## src/rtl/altPwmPkg.sv

```systemverilog
package altPwmPkg;
  // Strobes from control to the one-shot datapath
  typedef struct packed {
    logic zeroEv;  // carrier counter is at zero this cycle
    logic useB;    // width register B is selected for this event
  } pwmStrobeT;
endpackage

```

## src/rtl/altPwmCtrl.sv

```systemverilog
module altPwmCtrl
  import altPwmPkg::*;
#(
  parameter int CNT_W = 16,
  parameter int DIV_W = 4
) (
  input  logic             clk,
  input  logic             rstN,
  input  logic [CNT_W-1:0] carrierPeriod,
  input  logic             irqMode,
  input  logic             irqPolarity,
  input  logic [DIV_W-1:0] irqCount,
  output pwmStrobeT        strobe,
  output logic             reloadSel,
  output logic             irqReq
);
  localparam int DW1 = DIV_W + 1;

  logic [CNT_W-1:0] carCnt;
  logic [DIV_W-1:0] divCnt, nPrev, divBase, nEff;
  logic [DW1-1:0]   divNext;
  logic             selQ, irqQ, zeroEv, divHit;

  assign zeroEv  = (carCnt == '0);
  assign nEff    = (irqCount == '0) ? DIV_W'(1) : irqCount;
  assign divBase = (irqCount != nPrev) ? '0 : divCnt;
  assign divNext = {1'b0, divBase} + DW1'(1);
  assign divHit  = (divNext >= {1'b0, nEff});

  always_ff @(posedge clk or negedge rstN) begin
    if (!rstN) begin
      carCnt <= '0;
      selQ   <= 1'b0;
      divCnt <= '0;
      nPrev  <= '0;
      irqQ   <= 1'b0;
    end else begin
      nPrev  <= irqCount;
      irqQ   <= 1'b0;
      divCnt <= divBase;
      if (zeroEv) begin
        carCnt <= carrierPeriod;
        selQ   <= ~selQ;
        if (irqMode) begin
          irqQ <= (selQ == irqPolarity);
        end else begin
          irqQ   <= divHit;
          divCnt <= divHit ? '0 : divNext[DIV_W-1:0];
        end
      end else begin
        carCnt <= carCnt - CNT_W'(1);
      end
    end
  end

  assign strobe.zeroEv = zeroEv;
  assign strobe.useB   = selQ;
  assign reloadSel     = selQ;
  assign irqReq        = irqQ;

  AST_CAR_RELOAD: assert property (@(posedge clk) disable iff (!rstN)
    zeroEv |=> carCnt == $past(carrierPeriod));
  AST_SEL_TOGGLE: assert property (@(posedge clk) disable iff (!rstN)
    zeroEv |=> reloadSel != $past(reloadSel));
  AST_SEL_HOLD: assert property (@(posedge clk) disable iff (!rstN)
    !zeroEv |=> $stable(reloadSel));
  AST_IRQ_ON_ZERO: assert property (@(posedge clk) disable iff (!rstN)
    irqReq |-> $past(zeroEv));
  AST_PHASE_IRQ: assert property (@(posedge clk) disable iff (!rstN)
    (irqMode && zeroEv) |=> irqReq == ($past(reloadSel) == $past(irqPolarity)));
endmodule

```

## src/rtl/altPwmShot.sv

```systemverilog
module altPwmShot
  import altPwmPkg::*;
#(
  parameter int CNT_W = 16
) (
  input  logic             clk,
  input  logic             rstN,
  input  logic [CNT_W-1:0] widthA,
  input  logic [CNT_W-1:0] widthB,
  input  pwmStrobeT        strobe,
  output logic             pulseOut,
  output logic             pulseEnd
);
  logic [CNT_W-1:0] shotCnt, wPick, wLoad;
  logic             active, endQ;

  assign wPick = strobe.useB ? widthB : widthA;
  assign wLoad = (wPick == '0) ? CNT_W'(1) : wPick;

  always_ff @(posedge clk or negedge rstN) begin
    if (!rstN) begin
      shotCnt <= '0;
      active  <= 1'b0;
      endQ    <= 1'b0;
    end else if (strobe.zeroEv) begin
      shotCnt <= wLoad;
      active  <= 1'b1;
      endQ    <= 1'b0;
    end else if (active && shotCnt == CNT_W'(1)) begin
      shotCnt <= '0;
      active  <= 1'b0;
      endQ    <= 1'b1;
    end else begin
      endQ <= 1'b0;
      if (active) shotCnt <= shotCnt - CNT_W'(1);
    end
  end

  assign pulseOut = active;
  assign pulseEnd = endQ;

  AST_START: assert property (@(posedge clk) disable iff (!rstN)
    strobe.zeroEv |=> pulseOut);
  AST_END_AFTER_PULSE: assert property (@(posedge clk) disable iff (!rstN)
    pulseEnd |-> (!pulseOut && $past(pulseOut)));
  AST_END_SINGLE: assert property (@(posedge clk) disable iff (!rstN)
    pulseEnd |=> !pulseEnd);
  AST_NO_END_ON_RESTART: assert property (@(posedge clk) disable iff (!rstN)
    strobe.zeroEv |=> !pulseEnd);
endmodule

```

## src/rtl/altPwmTimer.sv

```systemverilog
module altPwmTimer
  import altPwmPkg::*;
#(
  parameter int CNT_W = 16,
  parameter int DIV_W = 4
) (
  input  logic             clk,
  input  logic             rstN,
  input  logic [CNT_W-1:0] carrierPeriod,
  input  logic [CNT_W-1:0] widthA,
  input  logic [CNT_W-1:0] widthB,
  input  logic             irqMode,
  input  logic             irqPolarity,
  input  logic [DIV_W-1:0] irqCount,
  output logic             pulseOut,
  output logic             pulseEnd,
  output logic             reloadSel,
  output logic             irqReq
);
  pwmStrobeT strobe;

  altPwmCtrl #(.CNT_W(CNT_W), .DIV_W(DIV_W)) i_ctrl (
    .clk(clk), .rstN(rstN), .carrierPeriod(carrierPeriod),
    .irqMode(irqMode), .irqPolarity(irqPolarity), .irqCount(irqCount),
    .strobe(strobe), .reloadSel(reloadSel), .irqReq(irqReq)
  );

  altPwmShot #(.CNT_W(CNT_W)) i_shot (
    .clk(clk), .rstN(rstN), .widthA(widthA), .widthB(widthB),
    .strobe(strobe), .pulseOut(pulseOut), .pulseEnd(pulseEnd)
  );

  AST_RESET_QUIET: assert property (@(posedge clk)
    !rstN |-> !(pulseOut || pulseEnd || reloadSel || irqReq));
endmodule

```

## config.mk

```make
export PLATFORM = sky130hd
export DESIGN_NAME = altPwmTimer
export DESIGN_NICKNAME = d
export VERILOG_FILES = /design/src/rtl/altPwmPkg.sv /design/src/rtl/altPwmCtrl.sv /design/src/rtl/altPwmShot.sv /design/src/rtl/altPwmTimer.sv
export SDC_FILE = /design/constraint.sdc
export NUM_CORES = 1
export LEC_CHECK = 0
export ABC_AREA = 1
export ABC_CLOCK_PERIOD_IN_PS = 2200
export BUFFER_PORTS_ARGS = -buffer_cell sky130_fd_sc_hd__buf_2
export CAP_MARGIN = 10
export CELL_PAD_IN_SITES_DETAIL_PLACEMENT = 0
export CELL_PAD_IN_SITES_GLOBAL_PLACEMENT = 1
export CORE_MARGIN = 3
export CORE_UTILIZATION = 30
export CTS_BUF_LIST = sky130_fd_sc_hd__clkbuf_2 sky130_fd_sc_hd__clkbuf_4 sky130_fd_sc_hd__clkbuf_8
export CTS_CLUSTER_DIAMETER = 120
export DETAILED_ROUTE_END_ITERATION = 16
export GPL_ROUTABILITY_DRIVEN = 0
export PLACE_DENSITY = 0.69
export RECOVER_POWER = 100
export SYNTH_ARGS = -nofsm -noshare
export SYNTH_HDL_FRONTEND = slang
export SYNTH_SLANG_ARGS = --single-unit
```

## constraint.sdc

```tcl
create_clock -name clk -period 2.2 [get_ports clk]
set_clock_uncertainty 0.1 [all_clocks]
set_input_delay 0.44 -clock clk [delete_from_list [all_inputs] [get_ports clk]]
set_output_delay 0.44 -clock clk [all_outputs]
set_load 0.01 [all_outputs]
```

; Word-level counts from Yosys, hierarchy flattened
; Index checks and enable logic that the tools add are counted.
[op_classes]
n_addsub = 3
n_lt_le_gt_ge = 1
eq_ne = 3
muxes = 17
n_bitwise = 1
n_reduce_logical = 6
[ops]
columns = operator, n
row1 = $mux 16, 6
row2 = $logic_not 16->1, 2
row3 = $sub 16x1->16 const B, 2
row4 = $mux 4, 5
row5 = $eq 16x1->1 const B, 1
row6 = $mux 1, 6
row7 = $add 4x1->5 const B, 1
row8 = $ge 5x4->1, 1
row9 = $logic_not 4->1, 1
row10 = $ne 4x4->1, 1
row11 = $reduce_bool 3->1, 1
row12 = $reduce_bool 2->1, 1
row13 = $eq 1x1->1, 1
row14 = $logic_and 1x1->1, 1
row15 = $not 1->1, 1
[totals]
ff_bits = 44
input_bits = 56
out_inout_bits = 4
word_cells = 39

; Depth between registers and ports, before layout
; Gate-level depths: netlist of run 1.
[logic_depth]
ltp_word = 7
ltp_mapped = 23
mapped_depth_nobuf = 23

; By module
; Synthesis of run 1 repeated with hierarchy kept, for this count alone.
[unflattened]
cells_unflattened = 444
area_unflattened_um2 = 3076.7
[modules_own_cells]
columns = module, instances, cells_each, area_per_inst_um2, seq_area_each_um2
row1 = altPwmCtrl, 1, 202, 1574.0, 650.6
row2 = altPwmShot, 1, 242, 1502.7, 450.4

; Least setup slack after synthesis of run 1
; Ideal clock, no wire load.
[synth_path]
kind = input to register
startpoint = input irqCount[0]
endpoint = register i_ctrl.divCnt[2]
setup_time_ps = 65
arrival_time_ps = 2345
required_ps = 2035
path_slack_ps = -310
cell_stages = 22
n_path_buf = 0
cell_sequence = inv_1 -> nand2_1 -> nand2_1 -> inv_1 -> nand2_1 -> nor2_2 -> inv_1 -> nor2_1 -> ha_1 -> nand3_1 -> nand2_1 -> inv_1 -> ha_1 -> nand2_1 -> inv_1 -> nand2_1 -> nand3_1 -> a21oi_1 -> nand2_1 -> nor2_4 -> nand2_1 -> nand2_1
[synth_between]
elab_chain_cells = 7
elab_cells_between_ends = 9
cone_classes = add/sub (1) / order compare (1) / eq/ne (1) / mux (5) / reduce/logical (1)
[synth_lines]
columns = element, line
row1 = from (decl), altPwmTimer.sv:14  ; input logic [DIV_W-1:0] irqCount,
row2 = $ne 4x4->1, altPwmCtrl.sv:26  ; assign divBase = (irqCount != nPrev) ? '0 : divCnt;
row3 = $mux 4, altPwmCtrl.sv:26
row4 = $add 4x1->5, altPwmCtrl.sv:27  ; assign divNext = {1'b0, divBase} + DW1'(1);
row5 = $ge 5x4->1, altPwmCtrl.sv:28  ; assign divHit = (divNext >= {1'b0, nEff});
row6 = $mux 4, altPwmCtrl.sv:48  ; divCnt <= divHit ? '0 : divNext[DIV_W-1:0];
row7 = $mux 4, altPwmCtrl.sv:44  ; if (irqMode) begin
row8 = $mux 4 *, altPwmCtrl.sv:41  ; if (zeroEv) begin
row9 = to (signal assigned), altPwmCtrl.sv:40  ; divCnt <= divBase;
row10 = to (signal assigned), altPwmCtrl.sv:48
row11 = to (decl), altPwmCtrl.sv:20  ; logic [DIV_W-1:0] divCnt, nPrev, divBase, nEff;
; Mark *: on every way between the ends. The rest lies on a longest branch, timed or not.
; A chain may end at the register's enable or synchronous reset.

; Worst setup path in the final report of run 1
[layout_path]
startpoint = register i_ctrl.nPrev[1]
endpoint = register i_ctrl.divCnt[0]
[layout_between]
elab_chain_cells = 7
[layout_lines]
columns = element, line
row1 = from (decl), altPwmCtrl.sv:20
row2 = from (signal assigned), altPwmCtrl.sv:38  ; nPrev <= irqCount;
row3 = $ne 4x4->1 *, altPwmCtrl.sv:26
row4 = $mux 4 *, altPwmCtrl.sv:26
row5 = $add 4x1->5, altPwmCtrl.sv:27
row6 = $ge 5x4->1, altPwmCtrl.sv:28
row7 = $mux 4, altPwmCtrl.sv:48
row8 = $mux 4, altPwmCtrl.sv:44
row9 = $mux 4 *, altPwmCtrl.sv:41
; Marks and branches as above.

==> results summary, run 1 <==
The global-route total usage across every layer came out at 14.8%. The net switching fraction of the power came out at 27.4%. The global route total overflow is 0. The transition time of the tightest slew-check pin is 1300 ps. The area enclosed by the die boundary is 11,900 µm². The sequential area share after synthesis came out at 34.6%. The number of global-route vias before repair is 3,042. For this design the static power due to leakage is 0.00203 µW. CTS placed an instance of clkbuf_8 at the clock tree root. The number of nets at the end of the flow came out at 644. The number of buffers added on ports is 59. The critical path startpoint category is a flop. The power per cell area is 483 nW/µm². The library cells used most frequently in the layout, excluding fill and tap cells, are 200 x nand2_1, 73 x nor2_1, 53 x buf_2, 46 x inv_1, 44 x dfrtp_1. The number of distinct library cell variants in the gate-level netlist after synthesis came out at 32. The number of instances in the synthesized netlist is 498. In this run the cell area of the synthesized design comes to 3180 µm². The number of H-tree branching levels is 2.

The flow ran to the end, but the final reports show violations. The sum of net half-perimeters after detailed placement came out at 6.52 mm. The via density per instance came out at 4.40. The clock reaches the later pin of the worst-skew pair after 300 ps. The diode insertion count for antenna repair came out at 0. The multi-input combinational cell area is 1860 µm². Counting instances, the worst hold path has a depth of 1.

The remaining max-slew budget at the tightest pin is 13.4%. The die outline height is 109 µm. The final count of pins violating max slew came out at 0.

Once layout is complete, the utilization of the core stands at 39.3%. The worst reg2reg path depth came out at 21. Of the total power, combinational logic draws 16.3%. The largest buffer count on any clock path is 2.

After clock tree synthesis, the flow added hold-fix buffers numbering 0. The maximum fanout along the worst path is 4. The iteration count of the initial detailed-routing pass came out at 4. Once detail routing completed, the nets flagged for antenna violations numbered 0.

The number of buffers created by CTS came out at 5. The arrival time at the worst endpoint is 2480 ps. The total number of clock tree sinks came out at 44. The number of max-cap violations came out at 0. Setup repair after global routing could not meet its margin everywhere. The clock slew seen by the registers of the worst setup and hold paths came out at 90 ps. The ratio of final minimum period to clock period is 106%. The post-detailed-routing wire length came out at 8.32 mm. The share of flip-flops with an asynchronous set or reset after synthesis is 100%. Summing all flip-flop and latch instances after layout gives 1100 µm².

The setup slack at placement came out at -556 ps. The worst hold path belongs to the class in -> reg. Pin placement for this block handled 60 I/O pins. The smallest setup slack after layout is -137 ps. The library cell used most frequently in the layout, excluding fill and tap cells, is nand2_1.

The total nets after synthesis came out at 562. Summed over all failing endpoints, the final setup total negative slack is -613 ps. The detailed-route wire length per cell is 11.7 µm. The final number of hold-violating endpoints is 0. Subtracting the final worst setup slack from the clock period gives 2340 ps. The synthesized design contains 0 enable-type register cells. The critical path required time came out at 2350 ps. The proportion of power drawn by the clock network came out at 35.2%.

The effective utilization at floorplan is 31.7%. The final hold slack is 189 ps. Detailed routing inserted a total of 3,141 vias.

After synthesis the netlist holds a flip-flop and latch count of 44. The fraction of final layout cells with drive strength greater than 1 came out at 21.9%. The region available for standard cell placement spans 10,000 µm². The count of warnings emitted by yosys is 0. The detailed-route DRC error count came out at 0. The number of antenna violations at the first check in global routing came out at 0. The mean instance size in the synthesized netlist is 6.39 µm². The power after layout came out at 1910 µW. Entering global routing, the biggest net connects 24 pins.

For this block, the initial DRC count from the detailed router was 95. The analysis attributes to net switching a power of 523 µW. The number of placement rows came out at 36.

The most used flip-flop cell after synthesis is dfrtp_1. The worst setup path category is reg -> reg. Sequential cells account for 48.5% of the total power.

The floorplan die width is 109 µm. The clock tree from TritonCTS is yes. The final reports fail on negative setup slack. The number of inserted filler cells in the final layout came out at 1,090. The layout overhead on the synthesized area is 24.1%. The final count of negative-setup-slack endpoints is 5. Internal power comes to 1380 µW.

The sort of element at the end of the critical path is a flop. VDD sags by at most 0.000327 V. The global-route wire length before repair came out at 14.1 mm. The highest clock frequency the design can meet came out at 428 MHz.
==> power groups by stage <==
stage	logic (µW)	clock network (µW)	registers [µW]
6_report	310	672	925
5_1_grt	363	729	936
4_1_cts	326	693	925
3_5_place_dp	320	0	941
3_3_place_gp	313	0	941
2_1_floorplan	189	0	930
==> cell type report <==
class | count | area share [%]
Clock buffer | 6 | 2.09
Clock inverter | 2 | 0.982
Inverter | 62 | 6.12
Multi-Input combinational cell | 384 | 47.1
Sequential cell | 44 | 27.9
Tap cell | 133 | 4.21
Timing Repair Buffer | 83 | 11.6
==> stage by stage <==
step                instances  cell area [µm²]
floorplan                 498             3220
global placement          702             3800
detailed placement        702             3800
CTS                       714             3980
global route              714             3950
finish                    714             3950
==> cell usage after synthesis (2+ instances only) <==
master,count,area [µm²]
o31ai_1,2,15.0
inv_2,10,37.5
a31oi_1,2,12.5
o21ai_0,3,15.0
nand3_1,16,80.1
buf_2,4,20.0
xor2_1,16,140
buf_4,2,15.0
inv_1,51,191
nand3_2,2,20.0
ha_1,8,100
nand2_1,205,769
nand4_1,7,43.8
nor3_1,5,25.0
nand2_2,4,25.0
o21ai_1,17,85.1
nor2_1,73,274
nor2_2,5,31.3
nor2_4,3,33.8
dfrtp_1,44,1100
xnor2_1,5,43.8
a21oi_1,4,20.0
==> cell families after synthesis <==
| logic type | share of synthesized area (%) |
|---|---|
| flops | 34.6 |
| fa+ha+maj | 3.14 |
| simple gates | 42.5 |
| buf+inv | 8.88 |
| compound gates | 5.15 |
| xor+xnor | 5.78 |
==> worst paths after layout <==
check | startpoint | endpoint | slack (ps)
hold reg to reg | i_ctrl.carCnt[0]$_DFF_PN0_ | i_ctrl.carCnt[0]$_DFF_PN0_ | 370
hold / removal | irqCount[0] | i_ctrl.nPrev[0]$_DFF_PN0_ | 190
setup reg to reg | i_ctrl.nPrev[1]$_DFF_PN0_ | i_ctrl.divCnt[0]$_DFF_PN0_ | -140
min in group asynchronous | rstN | i_ctrl.carCnt[0]$_DFF_PN0_ | 300
max in group asynchronous | rstN | i_shot.shotCnt[0]$_DFFE_PN0P_ | 460
setup / recovery | i_ctrl.nPrev[1]$_DFF_PN0_ | i_ctrl.divCnt[0]$_DFF_PN0_ | -140
==> repair_timing <==
item,in CTS,in global routing
cloned,0,0
setup buffers,4,0
gates resized for setup,6,8
pin swaps,14,8
setup endpoints to repair,5,5
==> sequential cells by signal, indices dropped and copies added, names as in the netlist <==
| register | count |
|---|---|
| i_ctrl.nPrev | 4 |
| i_shot.shotCnt | 16 |
| i_ctrl.carCnt | 16 |
| i_shot.pulseOut | 1 |
| i_ctrl.irqReq | 1 |
| i_ctrl.divCnt | 4 |
| i_ctrl.reloadSel | 1 |
| i_shot.pulseEnd | 1 |
==> per-layer routing <==
metal / part of all wire, % / global-route usage (%) / vias to the layer above
li1: - / - / 1684
met1: 51 / 20.2 / 1388
met2: 44 / 24.1 / 61
met3: 3.8 / 2.37 / 8
met4: 1.2 / 3.88 / 0
met5: 0 / 0 / -
==> worst max-delay path, stage by stage, from the launching register on <==
cell,delay [ps]
dfrtp_1,410
inv_2,60
nand2_1,50
nand2_1,70
nand2_2,70
nor2_4,110
inv_2,70
nor2_4,110
ha_4,160
nand3_2,80
nand2_2,70
inv_2,50
ha_4,210
nand2_1,60
inv_1,40
nand2_1,60
nand3_2,60
a21oi_2,130
nand2_2,80
nor2_4,130
nand2_1,60
nand2_1,50
(Power assumes the default switching activity.)
==> run 2, diff against run 1 <==
Settings changed: ABC_CLOCK_PERIOD_IN_PS 2200 to 2700, PLACE_DENSITY 0.69 to 0.67, REMOVE_ABC_BUFFERS set to 1.
Clock period 2.2 ns to 2.7 ns, I/O delays scaled along.
==> results summary, run 2 (synthesis gave the netlist of run 1 again) <==
The cell at the root of the clock tree is clkbuf_8 (unchanged). The core region area came out at 10,000 µm² (unchanged). The detailed-route DRC error count came out at 0 (unchanged). The effective utilization at floorplan was 31.7% (unchanged). The worst-case vdd ir drop was 0.000178 V (was 0.000327 V). The floorplan die width was 109 µm (unchanged). The worst setup path category is reg -> reg (unchanged). The final hold slack is 273 ps (was 189 ps). The number of logic stages on the critical path including buffering came out at 19 (was 21).

The sum of negative setup slack came out at 0 ps (was -613 ps). The power per cell area is 400 nW/µm² (was 483 nW/µm²). The smallest setup slack after layout came to 205 ps (was -137 ps). The post-detailed-routing wire length is 8.17 mm (was 8.32 mm). The number of nets at the end of the flow is 633 (was 644).

The proportion of power drawn by the clock network came out at 35.4% (was 35.2%). Outcome: finished clean (was finished with violations). The switching power is 437 µW (was 523 µW). The critical path startpoint category is a flop (unchanged).

The number of antenna violations at the first check in global routing was 0 (unchanged). The layout overhead on the synthesized area came out at 19.9% (was 24.1%). The largest buffer count on any clock path is 2 (unchanged). Cells along the critical path: xnor2_1, nand2_1, nor2_2, inv_2, nor2_4, ha_4, nand3_1, nand2_1, inv_1, ha_1, nand2_1, inv_1, nand2_1, nand3_1, a21oi_2, nand2_2, nor2_4, nand2_1, nand2_1 (was inv_2, nand2_1, nand2_1, nand2_2, nor2_4, inv_2, nor2_4, ha_4, nand3_2, nand2_2, inv_2, ha_4, nand2_1, inv_1, nand2_1, nand3_2, a21oi_2, nand2_2, nor2_4, nand2_1, nand2_1). The clock tree from TritonCTS is yes (unchanged). The iteration count of the initial detailed-routing pass came to 4 (unchanged). The global-route wire length before repair is 13.8 mm (was 14.1 mm). The internal power contribution came out at 1090 µW (was 1380 µW).

The detailed-route via count came to 3,053 (was 3,141). The number of placement rows came out at 36 (unchanged). The area enclosed by the die boundary came to 11,900 µm² (unchanged). The fraction of final layout cells with drive strength greater than 1 came out at 17.5% (was 21.9%). The clock slew seen by the registers of the worst setup and hold paths is 90 ps (about the same). The total number of clock tree sinks is 44 (unchanged). The sort of element at the end of the critical path is a flop (unchanged).

The number of buffers added on ports is 59 (unchanged). The global route total overflow came out at 0 (unchanged). The path category of the worst min-delay check is in -> reg (unchanged). The maximum fanout along the worst path came out at 4 (unchanged). The remaining max-slew budget at the tightest pin is 16.0% (was 13.4%). The hold-fix buffer count after cts is 0 (unchanged). The diode insertion count for antenna repair is 0 (unchanged). The sum of net half-perimeters after detailed placement came out at 6.28 mm (was 6.52 mm). The number of cells in the finished layout apart from fillers is 703 (was 714).

The largest net degree at the start of global routing was 24 (unchanged). The top cell family by delay on the critical path is simple AND/OR/NAND/NOR gates (unchanged). The highest clock frequency the design can meet is 401 MHz (was 428 MHz).

The final number of hold-violating endpoints is 0 (unchanged). The clock network latency to the later pin of the worst-skew pair came out at 310 ps (was 300 ps). The cell total after placement came out at 690 (was 702). The number of max-cap violations is 0 (unchanged). The number of global-route vias before repair is 2,952 (was 3,042). The sequential cell fraction of total power came out at 49.3% (was 48.5%). The number of placed I/O pins came out at 60 (unchanged). The ratio of final minimum period to clock period is 92.4% (was 106%). The static leakage is 0.00197 µW (was 0.00203 µW). The number of H-tree branching levels came out at 2 (unchanged).

The combinational fraction of design power is 15.3% (was 16.3%). The iteration-0 DRC count of the detailed router was 148 (was 95). The final count of negative-setup-slack endpoints is 0 (was 5). The critical path required time came to 2850 ps (was 2350 ps). The utilization after layout came out at 38.0% (was 39.3%). The via density per instance is 4.34 (was 4.40). The die outline height came to 109 µm (unchanged). The setup slack at placement came to -90.9 ps (was -556 ps). The transition time of the tightest slew-check pin came out at 1260 ps (was 1300 ps).

The net switching fraction of the power is 28.6% (was 27.4%). Top flop regs: i_ctrl.carCnt (16), i_shot.shotCnt (16) (unchanged). The detailed-route wire length per cell was 11.6 µm (was 11.7 µm). The number of nets with antenna violations after routing is 0 (unchanged). The commonest non-fill, non-tap cell in the layout is nand2_1 (unchanged).

The buffer and inverter count on the worst path came out at 3 (was 4). The worst reg2reg path depth came to 19 (was 21). The most used cell along the critical path is nand2_1 (unchanged). The arrival time at the worst endpoint is 2640 ps (was 2480 ps). The largest incremental delay on the critical path is 410 ps (about the same). The shortest period the worst path allows came to 2500 ps (was 2340 ps).

The global-route total usage across every layer came to 14.6% (was 14.8%). The slack of the worst reg-to-reg path is 200 ps (was -140 ps). The instance count along the most critical hold path came to 1 (unchanged). The number of buffers created by CTS was 5 (unchanged). The slowest stage cell on the critical path was dfrtp_1 (unchanged).

Commonest non-fill, non-tap cells in the layout: 206 x nand2_1, 73 x nor2_1, 54 x buf_2, 51 x inv_1, 44 x dfrtp_1 (was 200 x nand2_1, 73 x nor2_1, 53 x buf_2, 46 x inv_1, 44 x dfrtp_1). The final count of pins violating max slew is 0 (unchanged).
run 2: through the flow:
step                area, µm²  total power [µW]
finish                   3820              1530
global route             3820              1620
CTS                      3780              1560
detailed placement       3670              1010
global placement         3670              1000
floorplan                3130               905
run 2: power by group through the flow:
stage                     combinational, µW  clock [µW]  sequential, µW
after floorplan                         148           0             757
after global placement                  235           0             767
after detailed placement                239           0             767
after CTS                               241         563             754
after global routing                    272         588             760
final                                   233         541             754
run 2: path summary, 6_finish.rpt:
check	from	end
worst max-delay path	i_ctrl.nPrev[3]$_DFF_PN0_	i_ctrl.divCnt[1]$_DFF_PN0_
worst min-delay path	irqCount[0]	i_ctrl.nPrev[0]$_DFF_PN0_
worst max register to register	i_ctrl.nPrev[3]$_DFF_PN0_	i_ctrl.divCnt[1]$_DFF_PN0_
worst min register to register	i_ctrl.carCnt[0]$_DFF_PN0_	i_ctrl.carCnt[0]$_DFF_PN0_
max in group asynchronous	rstN	i_shot.shotCnt[7]$_DFFE_PN0P_
min in group asynchronous	rstN	i_shot.shotCnt[13]$_DFFE_PN0P_
run 2: worst reg2reg max path: stages, from the launching register on:
cell and delay (ps):
dfrtp_1 410, xnor2_1 140, nand2_1 80, nor2_2 160, inv_2 90, nor2_4 140
ha_4 150, nand3_1 70, nand2_1 60, inv_1 50, ha_1 300, nand2_1 60
inv_1 30, nand2_1 40, nand3_1 70, a21oi_2 150, nand2_2 80, nor2_4 140
nand2_1 60, nand2_1 50
run 2: final cells by class:
class                      count  area, µm²
clock buffer                   5       68.8
sequential                    44       1100
timing repair buffer          72        384
multi-input combinational    384       1820
inverter                      62        233
clock inverter                 3       46.3
fill                        1101       6230
tap                          133        166
run 2: layer usage:
layer	global-route usage [%]	part of all wire (%)	wire length, µm	vias up
li1	-	-	-	1657
met1	20.4	51	4130	1316
met2	23.0	44	3590	73
met3	2.19	4.0	327	7
met4	4.60	1.4	114	0
met5	0	0	0	-
run 2: repair_timing:
item	4_1_cts	5_1_grt
resized for setup	0	10
buffers inserted	0	5
setup endpoints to repair	0	5
==> run 3, diff against run 2 <==
Settings changed: CORE_UTILIZATION 30 to 35, PLACE_DENSITY 0.67 to 0.75.
==> results summary, run 3 (synthesis gave the netlist of run 1 again) <==
Outcome: finished clean (unchanged). The critical path required time came out at 2850 ps (about the same). Top flop regs: i_ctrl.carCnt (16), i_shot.shotCnt (16) (unchanged).

The highest clock frequency the design can meet came out at 406 MHz (was 401 MHz). The number of H-tree branching levels came out at 2 (unchanged). The detailed-route via count came out at 3,112 (was 3,053). The cell at the root of the clock tree was clkbuf_8 (unchanged). The static leakage came out at 0.00194 µW (was 0.00197 µW).

The fraction of final layout cells with drive strength greater than 1 is 17.4% (was 17.5%). The worst setup path category is in -> reg (was reg -> reg). The number of max-cap violations came to 0 (unchanged). Commonest non-fill, non-tap cells in the layout: 208 x nand2_1, 73 x nor2_1, 54 x buf_2, 51 x inv_1, 44 x dfrtp_1 (was 206 x nand2_1, 73 x nor2_1, 54 x buf_2, 51 x inv_1, 44 x dfrtp_1). The detailed-route DRC error count is 0 (unchanged). The maximum fanout along the worst path came to 4 (unchanged). The path category of the worst min-delay check was in -> reg (unchanged).

The ratio of final minimum period to clock period was 91.3% (was 92.4%). The largest buffer count on any clock path came out at 2 (unchanged). The number of nets with antenna violations after routing is 0 (unchanged). The detailed-route wire length per cell came to 11.8 µm (was 11.6 µm). The setup slack at placement came out at -78.4 ps (was -90.9 ps).

The sum of net half-perimeters after detailed placement came out at 6.00 mm (was 6.28 mm). The post-detailed-routing wire length came out at 7.98 mm (was 8.17 mm). The critical path startpoint category is an input port (was flop). The number of placed I/O pins came out at 60 (unchanged). The power per cell area came out at 383 nW/µm² (was 400 nW/µm²). The utilization after layout was 42.9% (was 38.0%). The sort of element at the end of the critical path is a flop (unchanged). The number of cells in the finished layout apart from fillers is 677 (was 703). The core region area was 8760 µm² (was 10,000 µm²).

The total number of clock tree sinks came out at 44 (unchanged). The cell total after placement came to 666 (was 690). The smallest setup slack after layout is 235 ps (was 205 ps).

The final number of hold-violating endpoints came to 0 (unchanged). The iteration count of the initial detailed-routing pass was 4 (unchanged). The diode insertion count for antenna repair came out at 0 (unchanged). The number of antenna violations at the first check in global routing came out at 0 (unchanged). The clock slew seen by the registers of the worst setup and hold paths came out at 90 ps (about the same). The number of inserted filler cells in the final layout came out at 970 (was 1,101). The clock network latency to the later pin of the worst-skew pair came out at 300 ps (was 310 ps).

The number of buffers created by CTS is 5 (unchanged). The commonest non-fill, non-tap cell in the layout is nand2_1 (unchanged). The die outline height is 101 µm (was 109 µm).

The effective utilization at floorplan is 36.3% (was 31.7%). The shortest period the worst path allows came to 2470 ps (was 2500 ps). The remaining max-slew budget at the tightest pin was 24.6% (was 16.0%). The number of nets at the end of the flow came out at 632 (was 633). The iteration-0 DRC count of the detailed router came out at 144 (was 148).

The number of global-route vias before repair was 2,841 (was 2,952). The number of placement rows came out at 34 (was 36). The global-route total usage across every layer came out at 15.6% (was 14.6%).

The area enclosed by the die boundary is 10,300 µm² (was 11,900 µm²). The worst-case vdd ir drop was 0.000177 V (was 0.000178 V). The final count of negative-setup-slack endpoints came out at 0 (unchanged).

The number of buffers added on ports came out at 59 (unchanged). The final hold slack is 268 ps (was 273 ps). The global-route wire length before repair came out at 13.0 mm (was 13.8 mm). The layout overhead on the synthesized area came out at 18.0% (was 19.9%). The via density per instance is 4.60 (was 4.34). The global route total overflow came out at 0 (unchanged). The transition time of the tightest slew-check pin is 1130 ps (was 1260 ps). The final count of pins violating max slew was 0 (unchanged).

The clock tree from TritonCTS is yes (unchanged). The floorplan die width came out at 101 µm (was 109 µm). The largest net degree at the start of global routing came out at 45 (was 24). The arrival time at the worst endpoint came out at 2610 ps (was 2640 ps).
==> run 3: layout make-up <==
| class | count | area, µm² | share of cell area, % |
|---|---|---|---|
| clock inverter | 2 | 15.0 | 0.400 |
| inverter | 62 | 233 | 6.20 |
| tap | 108 | 135 | 3.60 |
| timing repair buffer | 71 | 373 | 9.93 |
| sequential | 44 | 1100 | 29.3 |
| clock buffer | 6 | 82.6 | 2.20 |
| multi-input combinational | 384 | 1820 | 48.4 |
==> run 3: what timing repair did <==
action	4_1_cts	5_1_grt
buffers inserted	0	3
hold buffers	0	0
setup endpoints to repair	0	5
gates resized for setup	0	9
==> run 3: worst max-delay path, stage by stage <==
cell and delay (ps):
buf_2 120, inv_2 60, nand2_1 60, nand2_1 60
clkinv_1 40, nand2_1 50, nor2_2 140, inv_2 80
nor2_4 150, ha_4 160, inv_1 50, nand2_1 70
nand2_1 70, inv_2 70, ha_4 190, nand2_1 50
inv_1 30, nand2_1 40, nand3_1 60, a21oi_1 140
nand2_1 110, nor2_4 150, nand2_1 60, nand2_1 50
==> run 3: per-layer routing <==
layer | part of all wire, % | wire (µm) | global-route usage, % | vias to the layer above
met1 | 50 | 3980 | 22.0 | 1380
met4 | 1.3 | 101 | 4.50 | 0
li1 | - | - | - | 1657
met5 | 0 | 0 | 0 | -
met2 | 44 | 3540 | 24.8 | 65
met3 | 4.5 | 361 | 2.20 | 10
==> run 3: worst paths after layout <==
check	startpoint	end	slack [ps]	cells past startpoint
worst min register to register	i_ctrl.carCnt[0]$_DFF_PN0_	i_ctrl.carCnt[0]$_DFF_PN0_	370	1
worst max-delay path	irqCount[2]	i_ctrl.divCnt[1]$_DFF_PN0_	230	24
worst max register to register	i_ctrl.nPrev[3]$_DFF_PN0_	i_ctrl.divCnt[1]$_DFF_PN0_	250	20
worst min-delay path	irqCount[0]	i_ctrl.nPrev[0]$_DFF_PN0_	270	1
min in group asynchronous	rstN	i_shot.shotCnt[13]$_DFFE_PN0P_	430	2
max in group asynchronous	rstN	i_ctrl.carCnt[11]$_DFF_PN0_	1390	2
==> run 3: through the flow <==
stage                     TNS [ps]  power [µW]  cell area [µm²]
after global routing         -84.9        1530             3760
after detailed placement      -341        1000             3630
after CTS                        0        1470             3730
final                            0        1440             3760
after global placement       -1.34         999             3630
after floorplan                  0         905             3130
==> run 3: power by group <==
group	switching, µW	leakage (µW)	total, µW	internal (µW)
Sequential	47.5	0.000484	757	709
Clock	245	0.0000434	453	208
Combinational	126	0.00142	230	104
